--- src/rtl/boot_seq_pkg.sv ---
`timescale 1ns/1ps
package boot_seq_pkg;

    localparam int NUM_CAUSES = 8;

    localparam int CAUSE_POR     = 0;
    localparam int CAUSE_PIN     = 1;
    localparam int CAUSE_WDT     = 2;
    localparam int CAUSE_SYSFAIL = 3;
    localparam int CAUSE_SLEEPX  = 4;
    localparam int CAUSE_STOPX   = 5;
    localparam int CAUSE_SW      = 6;
    localparam int CAUSE_LOCKUP  = 7;

    localparam logic [NUM_CAUSES-1:0] COLD_MASK = 8'b0000_1111;
    localparam logic [NUM_CAUSES-1:0] WARM_MASK = 8'b0011_0000;
    localparam logic [NUM_CAUSES-1:0] HOT_MASK  = 8'b1100_0000;

    typedef enum logic [1:0] {
        CLS_COLD = 2'd0,
        CLS_WARM = 2'd1,
        CLS_HOT  = 2'd2
    } rst_class_e;

    localparam logic [1:0] MODE_BUSY  = 2'd0;
    localparam logic [1:0] MODE_USER  = 2'd1;
    localparam logic [1:0] MODE_DEBUG = 2'd2;
    localparam logic [1:0] MODE_HALT  = 2'd3;

    localparam logic [1:0] PINS_DEBUG    = 2'b11;
    localparam logic [1:0] PINS_RESERVED = 2'b10;

    typedef enum logic [3:0] {
        ST_RESET   = 4'd0,
        ST_WDT_OFF = 4'd1,
        ST_MBIST   = 4'd2,
        ST_CLEAR   = 4'd3,
        ST_TRIM    = 4'd4,
        ST_PLL     = 4'd5,
        ST_DONE    = 4'd6,
        ST_HALT    = 4'd7,
        ST_SLEEP   = 4'd8
    } boot_state_e;

endpackage

--- src/rtl/rst_cause_tracker.sv ---
`timescale 1ns/1ps
module rst_cause_tracker
    import boot_seq_pkg::*;
(
    input  logic                  clk,
    input  logic                  por_n,
    input  logic [NUM_CAUSES-1:0] cause_set,
    input  logic                  cause_clr,
    output rst_class_e            cls_o,
    output logic                  wdt_pending_o
);

    typedef struct packed {
        logic [NUM_CAUSES-1:0] flags;
    } trk_t;

    trk_t r_d, r_q;

    always_comb begin
        r_d = r_q;
        if (cause_clr) begin
            r_d.flags = '0;
        end
        r_d.flags = r_d.flags | cause_set;
    end

    always_ff @(posedge clk or negedge por_n) begin
        if (!por_n) begin
            r_q.flags <= NUM_CAUSES'(1) << CAUSE_POR;
        end else begin
            r_q <= r_d;
        end
    end

    logic [2:0] grp_hit;

    always_comb begin
        grp_hit[0] = |(r_q.flags & COLD_MASK);
        grp_hit[1] = |(r_q.flags & WARM_MASK);
        grp_hit[2] = |(r_q.flags & HOT_MASK);
        if (grp_hit[0]) begin
            cls_o = CLS_COLD;
        end else if (grp_hit[1]) begin
            cls_o = CLS_WARM;
        end else if (grp_hit[2]) begin
            cls_o = CLS_HOT;
        end else begin
            cls_o = CLS_COLD;
        end
    end

    assign wdt_pending_o = r_q.flags[CAUSE_WDT];

    AST_FLAGS_STICKY: assert property (@(posedge clk) disable iff (!por_n)
        !cause_clr |=> ((r_q.flags & $past(r_q.flags)) == $past(r_q.flags)));

endmodule

--- src/rtl/wdt_streak_counter.sv ---
`timescale 1ns/1ps
module wdt_streak_counter #(
    parameter int LIMIT = 5
) (
    input  logic clk,
    input  logic por_n,
    input  logic eval_i,
    input  logic wdt_i,
    input  logic success_i,
    output logic sleep_o
);

    localparam int CW = $clog2(LIMIT + 1);

    typedef struct packed {
        logic [CW-1:0] cnt;
    } stk_t;

    stk_t r_d, r_q;

    assign sleep_o = eval_i && wdt_i && (r_q.cnt >= CW'(LIMIT - 1));

    always_comb begin
        r_d = r_q;
        if (eval_i) begin
            if (wdt_i) begin
                if (r_q.cnt != CW'(LIMIT)) begin
                    r_d.cnt = r_q.cnt + 1'b1;
                end
            end else begin
                r_d.cnt = '0;
            end
        end else if (success_i) begin
            r_d.cnt = '0;
        end
    end

    always_ff @(posedge clk or negedge por_n) begin
        if (!por_n) begin
            r_q <= '0;
        end else begin
            r_q <= r_d;
        end
    end

    AST_STREAK_CAP: assert property (@(posedge clk) disable iff (!por_n)
        r_q.cnt <= CW'(LIMIT));
    AST_SLEEP_AT_LIMIT: assert property (@(posedge clk) disable iff (!por_n)
        sleep_o |=> (r_q.cnt == CW'(LIMIT)));

endmodule

--- src/rtl/boot_step_fsm.sv ---
`timescale 1ns/1ps
module boot_step_fsm
    import boot_seq_pkg::*;
#(
    parameter int PLL_WAIT = 100000
) (
    input  logic       clk,
    input  logic       por_n,
    input  logic       boot_rst_n,
    input  logic [1:0] boot_pins,
    input  logic       mbist_force,
    input  rst_class_e cls_i,
    input  logic       sleep_hit_i,
    input  logic       step_done,
    input  logic       step_err,
    output logic       release_o,
    output logic       finish_o,
    output logic       mbist_go_o,
    output logic       clr_go_o,
    output logic       trim_go_o,
    output logic       pll_go_o,
    output logic       wdt_dis_o,
    output logic       wdt_en_o,
    output logic       fallback_o,
    output logic [1:0] mode_o,
    output rst_class_e cls_o
);

    localparam int TW = (PLL_WAIT > 2) ? $clog2(PLL_WAIT) : 1;

    typedef struct packed {
        boot_state_e   state;
        logic          issued;
        rst_class_e    cls;
        logic          dbg;
        logic          force_b;
        logic [1:0]    pins;
        logic [TW-1:0] tmr;
        logic          fallback;
    } fsm_t;

    fsm_t r_d, r_q;

    function automatic boot_state_e after_step(boot_state_e cur, rst_class_e c, logic f);
        logic do_mb, do_cl, do_an;
        do_mb = (c == CLS_COLD) || f;
        do_cl = (c != CLS_HOT);
        do_an = (c != CLS_HOT);
        if ((cur == ST_WDT_OFF) && do_mb) begin
            return ST_MBIST;
        end else if ((cur inside {ST_WDT_OFF, ST_MBIST}) && do_cl) begin
            return ST_CLEAR;
        end else if ((cur inside {ST_WDT_OFF, ST_MBIST, ST_CLEAR}) && do_an) begin
            return ST_TRIM;
        end else if ((cur inside {ST_WDT_OFF, ST_MBIST, ST_CLEAR, ST_TRIM}) && do_an) begin
            return ST_PLL;
        end
        return ST_DONE;
    endfunction

    always_comb begin
        r_d        = r_q;
        release_o  = 1'b0;
        finish_o   = 1'b0;
        mbist_go_o = 1'b0;
        clr_go_o   = 1'b0;
        trim_go_o  = 1'b0;
        pll_go_o   = 1'b0;
        wdt_dis_o  = 1'b0;
        wdt_en_o   = 1'b0;
        if (!boot_rst_n) begin
            r_d.state  = ST_RESET;
            r_d.issued = 1'b0;
            r_d.pins   = boot_pins;
            r_d.tmr    = '0;
        end else begin
            case (r_q.state)
                ST_RESET: begin
                    release_o    = 1'b1;
                    r_d.cls      = cls_i;
                    r_d.force_b  = mbist_force;
                    r_d.fallback = 1'b0;
                    r_d.issued   = 1'b0;
                    r_d.tmr      = '0;
                    r_d.dbg      = (r_q.pins == PINS_DEBUG);
                    if (sleep_hit_i) begin
                        r_d.state = ST_SLEEP;
                    end else if (r_q.pins == PINS_RESERVED) begin
                        r_d.state = ST_HALT;
                    end else if (r_q.pins == PINS_DEBUG) begin
                        r_d.state = ST_WDT_OFF;
                    end else begin
                        r_d.state = after_step(ST_WDT_OFF, cls_i, mbist_force);
                    end
                end
                ST_WDT_OFF: begin
                    wdt_dis_o  = !r_q.issued;
                    r_d.issued = 1'b1;
                    if (r_q.issued) begin
                        r_d.issued = 1'b0;
                        r_d.state  = after_step(ST_WDT_OFF, r_q.cls, r_q.force_b);
                    end
                end
                ST_MBIST, ST_CLEAR, ST_TRIM: begin
                    mbist_go_o = (r_q.state == ST_MBIST) && !r_q.issued;
                    clr_go_o   = (r_q.state == ST_CLEAR) && !r_q.issued;
                    trim_go_o  = (r_q.state == ST_TRIM) && !r_q.issued;
                    r_d.issued = 1'b1;
                    if (r_q.issued) begin
                        if (step_err) begin
                            r_d.state  = ST_HALT;
                            r_d.issued = 1'b0;
                        end else if (step_done) begin
                            r_d.state  = after_step(r_q.state, r_q.cls, r_q.force_b);
                            r_d.issued = 1'b0;
                        end
                    end
                end
                ST_PLL: begin
                    pll_go_o   = !r_q.issued;
                    r_d.issued = 1'b1;
                    if (r_q.issued) begin
                        if (step_err) begin
                            r_d.state  = ST_HALT;
                            r_d.issued = 1'b0;
                        end else if (step_done) begin
                            r_d.state  = ST_DONE;
                            r_d.issued = 1'b0;
                        end else if (r_q.tmr == TW'(PLL_WAIT - 1)) begin
                            r_d.fallback = 1'b1;
                            r_d.state    = ST_DONE;
                            r_d.issued   = 1'b0;
                        end else begin
                            r_d.tmr = r_q.tmr + 1'b1;
                        end
                    end
                end
                ST_DONE: begin
                    wdt_en_o   = !r_q.issued && !r_q.dbg;
                    finish_o   = !r_q.issued;
                    r_d.issued = 1'b1;
                end
                ST_HALT: begin
                    wdt_en_o   = !r_q.issued;
                    r_d.issued = 1'b1;
                end
                default: begin
                end
            endcase
        end
    end

    always_ff @(posedge clk or negedge por_n) begin
        if (!por_n) begin
            r_q.state    <= ST_RESET;
            r_q.issued   <= 1'b0;
            r_q.cls      <= CLS_COLD;
            r_q.dbg      <= 1'b0;
            r_q.force_b  <= 1'b0;
            r_q.pins     <= '0;
            r_q.tmr      <= '0;
            r_q.fallback <= 1'b0;
        end else begin
            r_q <= r_d;
        end
    end

    always_comb begin
        case (r_q.state)
            ST_DONE: mode_o = r_q.dbg ? MODE_DEBUG : MODE_USER;
            ST_HALT: mode_o = MODE_HALT;
            default: mode_o = MODE_BUSY;
        endcase
    end

    assign cls_o      = r_q.cls;
    assign fallback_o = r_q.fallback;

    AST_ONE_STROBE: assert property (@(posedge clk) disable iff (!por_n)
        $onehot0({mbist_go_o, clr_go_o, trim_go_o, pll_go_o, wdt_dis_o, wdt_en_o}));
    AST_HOT_NO_ANALOG: assert property (@(posedge clk) disable iff (!por_n)
        (r_q.state != ST_RESET && r_q.cls == CLS_HOT) |-> (!trim_go_o && !pll_go_o));
    AST_MBIST_GATE: assert property (@(posedge clk) disable iff (!por_n)
        mbist_go_o |-> (r_q.cls == CLS_COLD || r_q.force_b));
    AST_CLEAR_GATE: assert property (@(posedge clk) disable iff (!por_n)
        clr_go_o |-> (r_q.cls != CLS_HOT));
    AST_STEP_WAITS: assert property (@(posedge clk) disable iff (!por_n)
        (boot_rst_n && r_q.state == ST_TRIM && r_q.issued && !step_done && !step_err)
        |=> (r_q.state == ST_TRIM));
    AST_HALT_HOLDS: assert property (@(posedge clk) disable iff (!por_n)
        (boot_rst_n && r_q.state == ST_HALT) |=> (r_q.state == ST_HALT));
    AST_DEBUG_NO_WDT_EN: assert property (@(posedge clk) disable iff (!por_n)
        (r_q.state == ST_DONE && r_q.dbg) |-> !wdt_en_o);
    AST_PINS_FROZEN: assert property (@(posedge clk) disable iff (!por_n)
        boot_rst_n |=> $stable(r_q.pins));

endmodule

--- src/rtl/boot_sequencer.sv ---
`timescale 1ns/1ps
module boot_sequencer
    import boot_seq_pkg::*;
#(
    parameter int PLL_WAIT  = 100000,
    parameter int WDT_LIMIT = 5
) (
    input  logic                  clk,
    input  logic                  por_n,
    input  logic                  boot_rst_n,
    input  logic [1:0]            boot_pins,
    input  logic [NUM_CAUSES-1:0] cause_set,
    input  logic                  cause_clr,
    input  logic                  mbist_force,
    input  logic                  step_done,
    input  logic                  step_err,
    output logic                  mbist_go,
    output logic                  ram_clr_go,
    output logic                  trim_go,
    output logic                  pll_go,
    output logic                  wdt_dis,
    output logic                  wdt_en,
    output logic                  clk_fallback,
    output logic [1:0]            boot_mode,
    output logic [1:0]            reset_class,
    output logic                  sleep_req
);

    rst_class_e cls_now;
    rst_class_e cls_held;
    logic       wdt_pending;
    logic       release_s;
    logic       finish_s;
    logic       sleep_hit;
    logic       in_sleep_q;

    rst_cause_tracker u_cause (
        .clk           (clk),
        .por_n         (por_n),
        .cause_set     (cause_set),
        .cause_clr     (cause_clr),
        .cls_o         (cls_now),
        .wdt_pending_o (wdt_pending)
    );

    wdt_streak_counter #(
        .LIMIT (WDT_LIMIT)
    ) u_streak (
        .clk       (clk),
        .por_n     (por_n),
        .eval_i    (release_s),
        .wdt_i     (wdt_pending),
        .success_i (finish_s),
        .sleep_o   (sleep_hit)
    );

    boot_step_fsm #(
        .PLL_WAIT (PLL_WAIT)
    ) u_fsm (
        .clk         (clk),
        .por_n       (por_n),
        .boot_rst_n  (boot_rst_n),
        .boot_pins   (boot_pins),
        .mbist_force (mbist_force),
        .cls_i       (cls_now),
        .sleep_hit_i (sleep_hit),
        .step_done   (step_done),
        .step_err    (step_err),
        .release_o   (release_s),
        .finish_o    (finish_s),
        .mbist_go_o  (mbist_go),
        .clr_go_o    (ram_clr_go),
        .trim_go_o   (trim_go),
        .pll_go_o    (pll_go),
        .wdt_dis_o   (wdt_dis),
        .wdt_en_o    (wdt_en),
        .fallback_o  (clk_fallback),
        .mode_o      (boot_mode),
        .cls_o       (cls_held)
    );

    always_ff @(posedge clk or negedge por_n) begin
        if (!por_n) begin
            in_sleep_q <= 1'b0;
        end else if (!boot_rst_n) begin
            in_sleep_q <= 1'b0;
        end else if (release_s) begin
            in_sleep_q <= sleep_hit;
        end
    end

    assign sleep_req   = in_sleep_q;
    assign reset_class = cls_held;

    AST_SLEEP_QUIET: assert property (@(posedge clk) disable iff (!por_n)
        sleep_req |-> !(mbist_go || ram_clr_go || trim_go || pll_go || wdt_dis || wdt_en));
    AST_SLEEP_NOT_MODE: assert property (@(posedge clk) disable iff (!por_n)
        sleep_req |-> (boot_mode == 2'd0));

endmodule

--- config.mk ---
export PLATFORM = sky130hd
export DESIGN_NAME = boot_sequencer
export DESIGN_NICKNAME = d
export VERILOG_FILES = /design/src/rtl/boot_seq_pkg.sv /design/src/rtl/rst_cause_tracker.sv /design/src/rtl/wdt_streak_counter.sv /design/src/rtl/boot_step_fsm.sv /design/src/rtl/boot_sequencer.sv
export SDC_FILE = /design/constraint.sdc
export NUM_CORES = 1
export LEC_CHECK = 0
export ABC_AREA = 1
export BUFFER_PORTS_ARGS = -buffer_cell sky130_fd_sc_hd__buf_2
export CAP_MARGIN = 20
export CORE_ASPECT_RATIO = 0.75
export CORE_MARGIN = 2
export CORE_UTILIZATION = 50
export CTS_CLUSTER_DIAMETER = 60
export DETAILED_ROUTE_END_ITERATION = 10
export GPL_TIMING_DRIVEN = 0
export PLACE_DENSITY = 0.72
export RECOVER_POWER = 50
export SETUP_SLACK_MARGIN = 0.5
export SLEW_MARGIN = 20
export SYNTH_ARGS = -nofsm -noshare
export SYNTH_HDL_FRONTEND = slang
export SYNTH_SLANG_ARGS = --single-unit
--- constraint.sdc ---
create_clock -name clk -period 1.5 [get_ports clk]
set_clock_uncertainty 0.15 [all_clocks]
set_input_delay 0.3 -clock clk [delete_from_list [all_inputs] [get_ports clk]]
set_output_delay 0.3 -clock clk [all_outputs]
set_load 0.02 [all_outputs]
==> results of run 1 <==
[worst register-to-register path, stage by stage, from the launching register on]
cell	delay, ns
dfrtp_2	0.47
nor2_4	0.22
buf_4	0.15
nand2_2	0.06
buf_4	0.15
a21oi_1	0.13
nand2_1	0.08
nand2_2	0.07
nand3_2	0.09
nand2_1	0.08
inv_1	0.05
nand2_1	0.05
nand2_1	0.05
[cells by family (layout without fill, tap and decap cells)]
group,count (synthesis),count (layout),synth area share
fa+ha+maj,3,3,0.0142
flops,41,41,0.389
simple gates,213,213,0.366
compound gates,45,45,0.105
xor+xnor,9,9,0.0298
buf+inv,60,130,0.0966
[routing by layer]
| layer | up-vias | global-route usage | wire (µm) |
|---|---|---|---|
| li1 | 1319 | - | - |
| met1 | 1369 | 0.413 | 3700 |
| met2 | 187 | 0.453 | 3820 |
| met3 | 38 | 0.0694 | 793 |
| met4 | 0 | 0.0904 | 312 |
| met5 | - | 0 | 0 |
[final cells by class]
type | count | area (µm²)
buffer | 11 | 104
clock buffer | 5 | 68.8
clock inverter | 3 | 68.8
fill | 326 | 1130
inverter | 49 | 189
multi-input combinational | 270 | 1730
sequential | 41 | 1040
tap | 72 | 90.1
timing repair buffer | 62 | 564
[repair_timing]
item,in CTS,in global routing
setup endpoints to repair,43,85
endpoints found under the hold margin,0,40
resized for setup,64,63
pin swaps,19,20
setup buffers,26,6
cloned,2,1
[stage by stage]
step | power (µW) | util
floorplan | 2700 | -
global placement | 3080 | 0.598
detailed placement | 3100 | 0.598
CTS | 4900 | 0.716
global route | 5800 | 0.773
finish | 5550 | 0.773
[power groups by stage]
| stage | Sequential, µW | Clock, µW | Combinational (µW) |
|---|---|---|---|
| floorplan | 1450 | 0 | 1250 |
| global placement | 1460 | 0 | 1610 |
| detailed placement | 1470 | 0 | 1630 |
| CTS | 1450 | 1110 | 2350 |
| global route | 1500 | 1160 | 3140 |
| finish | 1490 | 1110 | 2940 |
[state kept, by name (all words and copies together) (netlist names)]
name / count
u_fsm.r_q: 26
sleep_req: 1
u_fsm.cls_o: 2
u_streak.r_q: 3
u_fsm.fallback_o: 1
u_cause.r_q: 8
[cell usage in the layout (no fill, tap or decap), types with 5 or more instances in the layout]
master    instances
nor2_1           31
inv_2             6
nor2_4           11
clkbuf_8          5
o21ai_0           5
nand2_2          23
nand2_4           6
nand2_1          73
nand4_1           6
buf_6            27
nand3_2           9
xor2_1            9
inv_1            41
buf_2            15
dfrtp_1          32
nand3_1          26
buf_4            22
nor2_2            7
nor3_1            8
o21ai_1          11
dfrtp_2           8
o21bai_1         10
[path summary, 6_finish.rpt]
| check | from | to | slack [ns] | cells past startpoint |
|---|---|---|---|---|
| setup / recovery | u_fsm.r_q[27] | wdt_en | -0.44 | 6 |
| hold / removal | por_n | u_cause.r_q[2] | -0.005 | 1 |
| setup reg to reg | u_fsm.r_q[28] | u_fsm.r_q[27] | -0.40 | 12 |
| hold reg to reg | u_cause.r_q[0] | u_cause.r_q[0] | 0.32 | 2 |
| max in group asynchronous | por_n | u_fsm.r_q[24] | 0.50 | 1 |
| min in group clk | cause_set[2] | u_cause.r_q[2] | 0.03 | 2 |
==> impl_metrics.env, run 1 <==
export IMPL_status="complete, but fails checks"
export IMPL_violations="negative hold slack, negative setup slack"
export IMPL_vias=2913
export IMPL_finalInstanceArea_um2=3850
export IMPL_clock_latency_ns=0.31
export IMPL_syn_num_nets=391
export IMPL_yosys_area_top_type_share=0.379
export IMPL_synth_area_um2=2640
export IMPL_placed_area_um2=2980
export IMPL_drt_wl_total_mm=8.63
export IMPL_hold_viol=4
export IMPL_synthFlopType="dfrtp_1"
export IMPL_dieArea_um2=5890
export IMPL_fmax_ghz=0.516
export IMPL_synth_edff_count=0
export IMPL_dp_cells=470
export IMPL_syn_area_per_cell_um2=7.12
export IMPL_drive_gt1_frac=0.404
export IMPL_cp_end_kind="output port"
export IMPL_fin_cells=513
export IMPL_cts_sinks=41
export IMPL_avgViaCountPerCell=5.68
export IMPL_cts_buffers=5
export IMPL_power_frac_clock=0.201
export IMPL_critical_path_buf_inv_count=2
export IMPL_grt_overflow=0
export IMPL_sequentialPowerShare=0.268
export IMPL_min_path_type="input pin to async pin"
export IMPL_place_ws_ns=-0.301
export IMPL_rsz0062_at_grt="true"
export IMPL_grt_max_degree=42
export IMPL_worst_hold_slack_ns=-0.00484
export IMPL_critPathRequiredTime_ns=1.05
export IMPL_drt_pre_antenna_iters=5
export IMPL_worstPathCellList="inv_2, nor2_4, nand2_4, a21oi_4, and2_4, buf_6"
export IMPL_worst_path_max_delay_cell="dfrtp_2"
export IMPL_synth_warnings=0
export IMPL_dieHeight_um=67.0
export IMPL_io_pins=29
export IMPL_row_count=22
export IMPL_port_buffers=27
export IMPL_worst_slack_ns=-0.437
export IMPL_grt_pass1_wl_mm=13.0
export IMPL_synthArstFlopShare=1.00
export IMPL_critical_path_top_delay_family="flip-flops"
export IMPL_p_switching_uw=2340
export IMPL_p_int_uw=3210
export IMPL_antenna_found_initial=0
export IMPL_floorplan_initialDensity=0.530
export IMPL_slew_headroom=0.316
export IMPL_worst_pin_slew_ns=1.03
export IMPL_nets=460
export IMPL_finalMaxSlewViolations=0
export IMPL_critical_path_class="register to output port"
export IMPL_diodes=0
export IMPL_final_setup_tns_ns=-11.48
export IMPL_drtIter0Drc=331
export IMPL_synth_seq_area_share=0.389
export IMPL_yosys_area_top_type="dfrtp_1"
export IMPL_coreArea_um2=4980
export IMPL_powerDensity_nw_per_um2=1440
export IMPL_peakVddDrop_mv=0.829
export IMPL_final_min_clock_period_ns=1.94
export IMPL_finalCritPeriodShare=1.29
export IMPL_cts_hold_fix_buffers=0
export IMPL_postRouteAntennaNets=0
export IMPL_hpwl_mm=4.75
export IMPL_cts_tree="built"
export IMPL_cp_max_fo=4
export IMPL_crit_path_start_kind="register"
export IMPL_cts_root_buf="clkbuf_8"
export IMPL_gp_congestion=0.911
export IMPL_grt_usage=0.295
export IMPL_synth_seq_cells=41
export IMPL_yosys_top_cells_count="nand2_1 (95), inv_1 (46), nor2_1 (41)"
export IMPL_drc=0
export IMPL_grt_pass1_vias=2654
export IMPL_max_stage_delay_ns=0.45
export IMPL_syn_inst=371
export IMPL_setup_viol=39
export IMPL_drv_cap=0
export IMPL_synth_cell_types=36
export IMPL_arrival_ns=1.49
export IMPL_cts_max_level=2
export IMPL_clock_path_buffers=2
export IMPL_p_leak_uw=0.00181
export IMPL_clkTransAtPathRegs_ns=0.09
export IMPL_routedWlPerCell_um=16.8
export IMPL_combPwrFrac=0.531
export IMPL_fp_dieW_um=87.9
export IMPL_p_sw_frac=0.421
export IMPL_yosysMostFrequentCell="nand2_1"
export IMPL_synth_area_leaders="dfrtp_1 (38%), nand2_1 (13%), nand3_1 (7.2%)"
export IMPL_syn_to_final_growth_pct=45.8
Note: power is estimated with default switching activity, not from simulation.
==> inputs of run 2 (changes only) <==
Settings changed: CAP_MARGIN 20 to unset, PLACE_DENSITY 0.72 to 0.82.
Clock period 1.5 ns to 2.45 ns, I/O delays scaled along.
==> impl_metrics.env, run 2 (synthesized netlist as in run 1, its figures left out) <==
export IMPL_min_path_type="input pin to async pin"
export IMPL_finalMaxSlewViolations=0
export IMPL_floorplan_initialDensity=0.530
export IMPL_arrival_ns=1.55
export IMPL_dp_cells=470
export IMPL_grt_usage=0.237
export IMPL_p_int_uw=1420
export IMPL_drive_gt1_frac=0.255
export IMPL_max_stage_delay_ns=0.47
export IMPL_syn_to_final_growth_pct=22.0
export IMPL_cts_max_level=2
export IMPL_critPathRequiredTime_ns=1.81
export IMPL_dieHeight_um=67.0
export IMPL_routedWlPerCell_um=13.5
export IMPL_top_register="u_fsm.r_q"
export IMPL_grt_max_degree=42
export IMPL_slew_headroom=0.324
export IMPL_drt_wl_total_mm=6.66
export IMPL_critical_path_class="input pin to output port"
export IMPL_dieArea_um2=5890
export IMPL_setup_viol=0
export IMPL_place_ws_ns=0.329
export IMPL_drt_pre_antenna_iters=5
export IMPL_worst_slack_ns=0.262
export IMPL_grt_pass1_vias=2335
export IMPL_worst_pin_slew_ns=1.01
export IMPL_crit_path_start_kind="input pin"
export IMPL_hold_viol=0
export IMPL_p_switching_uw=1120
export IMPL_r2r_end="u_fsm.r_q[6]"
export IMPL_coreArea_um2=4980
export IMPL_powerDensity_nw_per_um2=787
export IMPL_cts_tree="built"
export IMPL_fmax_ghz=0.457
export IMPL_cts_sinks=41
export IMPL_p_sw_frac=0.440
export IMPL_grt_overflow=0
export IMPL_avgViaCountPerCell=5.39
export IMPL_final_min_clock_period_ns=2.19
export IMPL_r2r_start="u_fsm.r_q[26]"
export IMPL_worst_path_max_delay_cell="clkbuf_1"
export IMPL_worstRegToRegCells=11
export IMPL_peakVddDrop_mv=0.402
export IMPL_cp_end_kind="output port"
export IMPL_worstPathCellList="buf_2, inv_1, clkbuf_1, nor3_2, buf_4"
export IMPL_nets=439
export IMPL_postRouteAntennaNets=0
export IMPL_final_cell_mix="nand2_1 (90), inv_1 (44), nor2_1 (38)"
export IMPL_hpwl_mm=4.67
export IMPL_diodes=0
export IMPL_combPwrFrac=0.469
export IMPL_final_setup_tns_ns=0
export IMPL_finalCritPeriodShare=0.893
export IMPL_largest_reg_flops=26
export IMPL_power_frac_clock=0.179
export IMPL_clock_latency_ns=0.30
export IMPL_cts_hold_fix_buffers=0
export IMPL_r2r_slack_ns=0.58
export IMPL_fp_dieW_um=87.9
export IMPL_io_pins=29
export IMPL_gp_congestion=0.903
export IMPL_worst_hold_slack_ns=0.201
export IMPL_top_regs="u_fsm.r_q (26), u_cause.r_q (8), u_streak.r_q (3)"
export IMPL_antenna_found_initial=0
export IMPL_fin_cells=492
export IMPL_sequentialPowerShare=0.351
export IMPL_cts_buffers=5
export IMPL_p_leak_uw=0.00160
export IMPL_drc=0
export IMPL_port_buffers=27
export IMPL_grt_pass1_wl_mm=10.7
export IMPL_total_power_uw=2540
export IMPL_clkTransAtPathRegs_ns=0.08
export IMPL_drv_cap=0
export IMPL_vias=2651
export IMPL_cts_root_buf="clkbuf_8"
export IMPL_row_count=22
export IMPL_status="completed"
export IMPL_clock_path_buffers=2
export IMPL_drtIter0Drc=234
export IMPL_rsz0062_at_grt="true"
export IMPL_cp_max_fo=10
export IMPL_layout_commonest_cell="nand2_1"
==> run 2: cell count changes in the layout (fill, tap and decap cells not counted), moves of 6 or more <==
cell     before  now
nand3_2       9    3
buf_2        15   21
buf_6        27    5
nand2_1      73   90
nand3_1      26   35
o21ai_0       5   12
nor2_1       31   38
nand2_2      23   11
==> run 2: critical path, delay by kind of cell <==
family,cells,cell delay [ns]
buffers and inverters,4,0.95
and+or+nand+nor,1,0.11
==> run 2: what timing repair did <==
| action | 4_1_cts | 5_1_grt |
|---|---|---|
| gates resized for setup | 21 | 23 |
| buffers inserted | 6 | 7 |
| gates cloned | 0 | 1 |
| setup endpoints to repair | 8 | 31 |
| pin swaps | 3 | 10 |
==> run 2: worst max path at each step <==
stage,from,end,slack [ns],cells past startpoint
6_report,boot_rst_n,wdt_dis,0.26,5
3_5_place_dp,boot_rst_n,wdt_dis,0.33,5
3_3_place_gp,boot_rst_n,wdt_dis,0.35,5
4_1_cts,u_fsm.r_q[27],wdt_en,0.41,6
5_1_grt,boot_rst_n,wdt_dis,0.19,5
2_1_floorplan,boot_rst_n,wdt_dis,0.55,3
==> run 2: final cells by class <==
class,instances,area (µm²)
flip-flops and latches,41,1030
repair buffers,41,293
clock buffers,5,68.8
fillers,415,1760
inverters,49,184
multi-input cells,270,1460
plain buffers,11,75.1
well taps,72,90.1
clock inverters,3,22.5
==> run 2: metrics by stage <==
stage | area, µm² | util
final | 3220 | 0.647
after global routing | 3220 | 0.647
after CTS | 3060 | 0.615
after detailed placement | 2870 | 0.576
after global placement | 2870 | 0.576
after floorplan | 2650 | -
==> run 2: power by group through the flow <==
stage	logic (µW)	clock network [µW]	registers [µW]
floorplan	712	0	875
global placement	922	0	881
detailed placement	951	0	890
CTS	1040	467	882
global route	1300	497	904
finish	1190	455	891
==> run 2: routing by layer <==
metal  track usage  part of all wire  vias up
met5             0                 0        -
met4        0.0500            0.0062        0
li1              -                 -     1284
met3        0.0694              0.10        6
met1         0.335              0.46     1220
met2         0.359              0.43      141
==> inputs of run 3 (changes only) <==
Settings changed: PLACE_DENSITY 0.82 to 0.77, SETUP_SLACK_MARGIN 0.5 to 0.4, SKIP_LAST_GASP set to 1.
==> impl_metrics.env, run 3 (synthesized netlist as in run 1, its figures left out) <==
export IMPL_layout_commonest_cell="nand2_1"
export IMPL_top_register="u_fsm.r_q"
export IMPL_total_power_uw=2440
export IMPL_cp_end_kind="output port"
export IMPL_grt_pass1_wl_mm=10.7
export IMPL_io_pins=29
export IMPL_setup_viol=0
export IMPL_critPathRequiredTime_ns=1.81
export IMPL_cp_max_fo=10
export IMPL_diodes=0
export IMPL_drtIter0Drc=209
export IMPL_final_cell_mix="nand2_1 (90), inv_1 (45), nor2_1 (38)"
export IMPL_multiInputGateArea_um2=1410
export IMPL_drc=0
export IMPL_r2r_end="u_fsm.r_q[1]"
export IMPL_min_path_type="input pin to async pin"
export IMPL_drt_wl_total_mm=6.39
export IMPL_drive_gt1_frac=0.226
export IMPL_r2r_start="u_fsm.r_q[28]"
export IMPL_cts_root_buf="clkbuf_8"
export IMPL_worstRegToRegCells=12
export IMPL_seqCellArea_um2=1030
export IMPL_largest_reg_flops=26
export IMPL_slew_headroom=0.317
export IMPL_finalMaxSlewViolations=0
export IMPL_antenna_found_initial=0
export IMPL_cts_hold_fix_buffers=0
export IMPL_peakVddDrop_mv=0.422
export IMPL_routedWlPerCell_um=13.2
export IMPL_clock_latency_ns=0.31
export IMPL_coreArea_um2=4980
export IMPL_nets=431
export IMPL_worst_path_max_delay_cell="clkbuf_1"
export IMPL_crit_path_start_kind="input pin"
export IMPL_critical_path_class="input pin to output port"
export IMPL_port_buffers=27
export IMPL_grt_max_degree=42
export IMPL_avgViaCountPerCell=5.25
export IMPL_powerDensity_nw_per_um2=792
export IMPL_rsz0062_at_grt="true"
export IMPL_grt_pass1_vias=2312
export IMPL_drv_cap=0
export IMPL_cts_buffers=5
export IMPL_cts_tree="built"
export IMPL_floorplan_initialDensity=0.530
export IMPL_worst_pin_slew_ns=1.02
export IMPL_cts_max_level=2
export IMPL_gp_congestion=0.915
export IMPL_dieHeight_um=67.0
export IMPL_fp_dieW_um=87.9
export IMPL_final_min_clock_period_ns=2.21
export IMPL_hpwl_mm=4.62
export IMPL_finalCritPeriodShare=0.901
export IMPL_row_count=22
export IMPL_clkTransAtPathRegs_ns=0.09
export IMPL_clock_path_buffers=2
export IMPL_grt_usage=0.239
export IMPL_status="completed"
export IMPL_max_stage_delay_ns=0.49
export IMPL_dieArea_um2=5890
export IMPL_top_regs="u_fsm.r_q (26), u_cause.r_q (8), u_streak.r_q (3)"
export IMPL_worstPathCellList="buf_2, inv_1, clkbuf_1, nor3_2, buf_4"
export IMPL_postRouteAntennaNets=0
export IMPL_cts_sinks=41
export IMPL_arrival_ns=1.57
export IMPL_grt_overflow=0
export IMPL_drt_pre_antenna_iters=5
export IMPL_r2r_slack_ns=0.51
export IMPL_fillers=441
export IMPL_final_setup_tns_ns=0
export IMPL_final_util=0.619
export IMPL_p_leak_uw=0.00152
export IMPL_vias=2541
export IMPL_fmax_ghz=0.453
export IMPL_syn_to_final_growth_pct=16.7
export IMPL_hold_viol=0
==> run 3: metal layers <==
layer	vias to the layer above	wire [µm]	global-route usage
met3	10	523	0.0545
met5	-	0	0
met2	100	2580	0.344
met4	0	76	0.0750
li1	1262	-	-
met1	1169	3210	0.354
==> run 3: area by class of cell <==
| cell class | count | share of cell area |
|---|---|---|
| clock buffers | 5 | 0.0223 |
| repair buffers | 33 | 0.0657 |
| inverters | 49 | 0.0596 |
| clock inverters | 3 | 0.00811 |
| multi-input cells | 270 | 0.457 |
| well taps | 72 | 0.0292 |
| plain buffers | 11 | 0.0231 |
| flip-flops and latches | 41 | 0.335 |
==> run 3: power breakdown <==
group | switching [µW] | internal [µW]
clock | 276 | 206
combinational | 685 | 386
sequential | 112 | 777
==> run 3: worst max-delay path, delay by kind of cell <==
kind                   cells  cell delay [ns]
AND/OR/NAND/NOR            1             0.11
buffers and inverters      4             0.97
==> run 3: through the flow <==
stage / std cells / worst slack, ns / hold WS (ns) / cell area, µm²
after detailed placement: 470 / 0.350 / 0.306 / 2870
after global placement: 470 / 0.356 / 0.302 / 2870
after global routing: 484 / 0.159 / 0.222 / 3080
after CTS: 481 / 0.354 / 0.190 / 3030
after floorplan: 371 / 0.441 / 0.0444 / 2640
final: 484 / 0.242 / 0.195 / 3080
==> run 3: worst max path at each step <==
stage | from | to | cells after the start | slack, ns
2_1_floorplan | u_fsm.r_q[27] | wdt_en | 5 | 0.44
3_3_place_gp | boot_rst_n | wdt_dis | 5 | 0.36
3_5_place_dp | boot_rst_n | wdt_dis | 5 | 0.35
4_1_cts | u_fsm.r_q[27] | wdt_en | 6 | 0.35
5_1_grt | boot_rst_n | wdt_dis | 5 | 0.16
6_report | boot_rst_n | wdt_dis | 5 | 0.24
==> run 3: repair_timing <==
item                                    in CTS  in global routing
endpoints found under the setup margin       8                 12
pin swaps                                    1                  2
buffers inserted                             3                  3
gates resized for setup                     13                 12
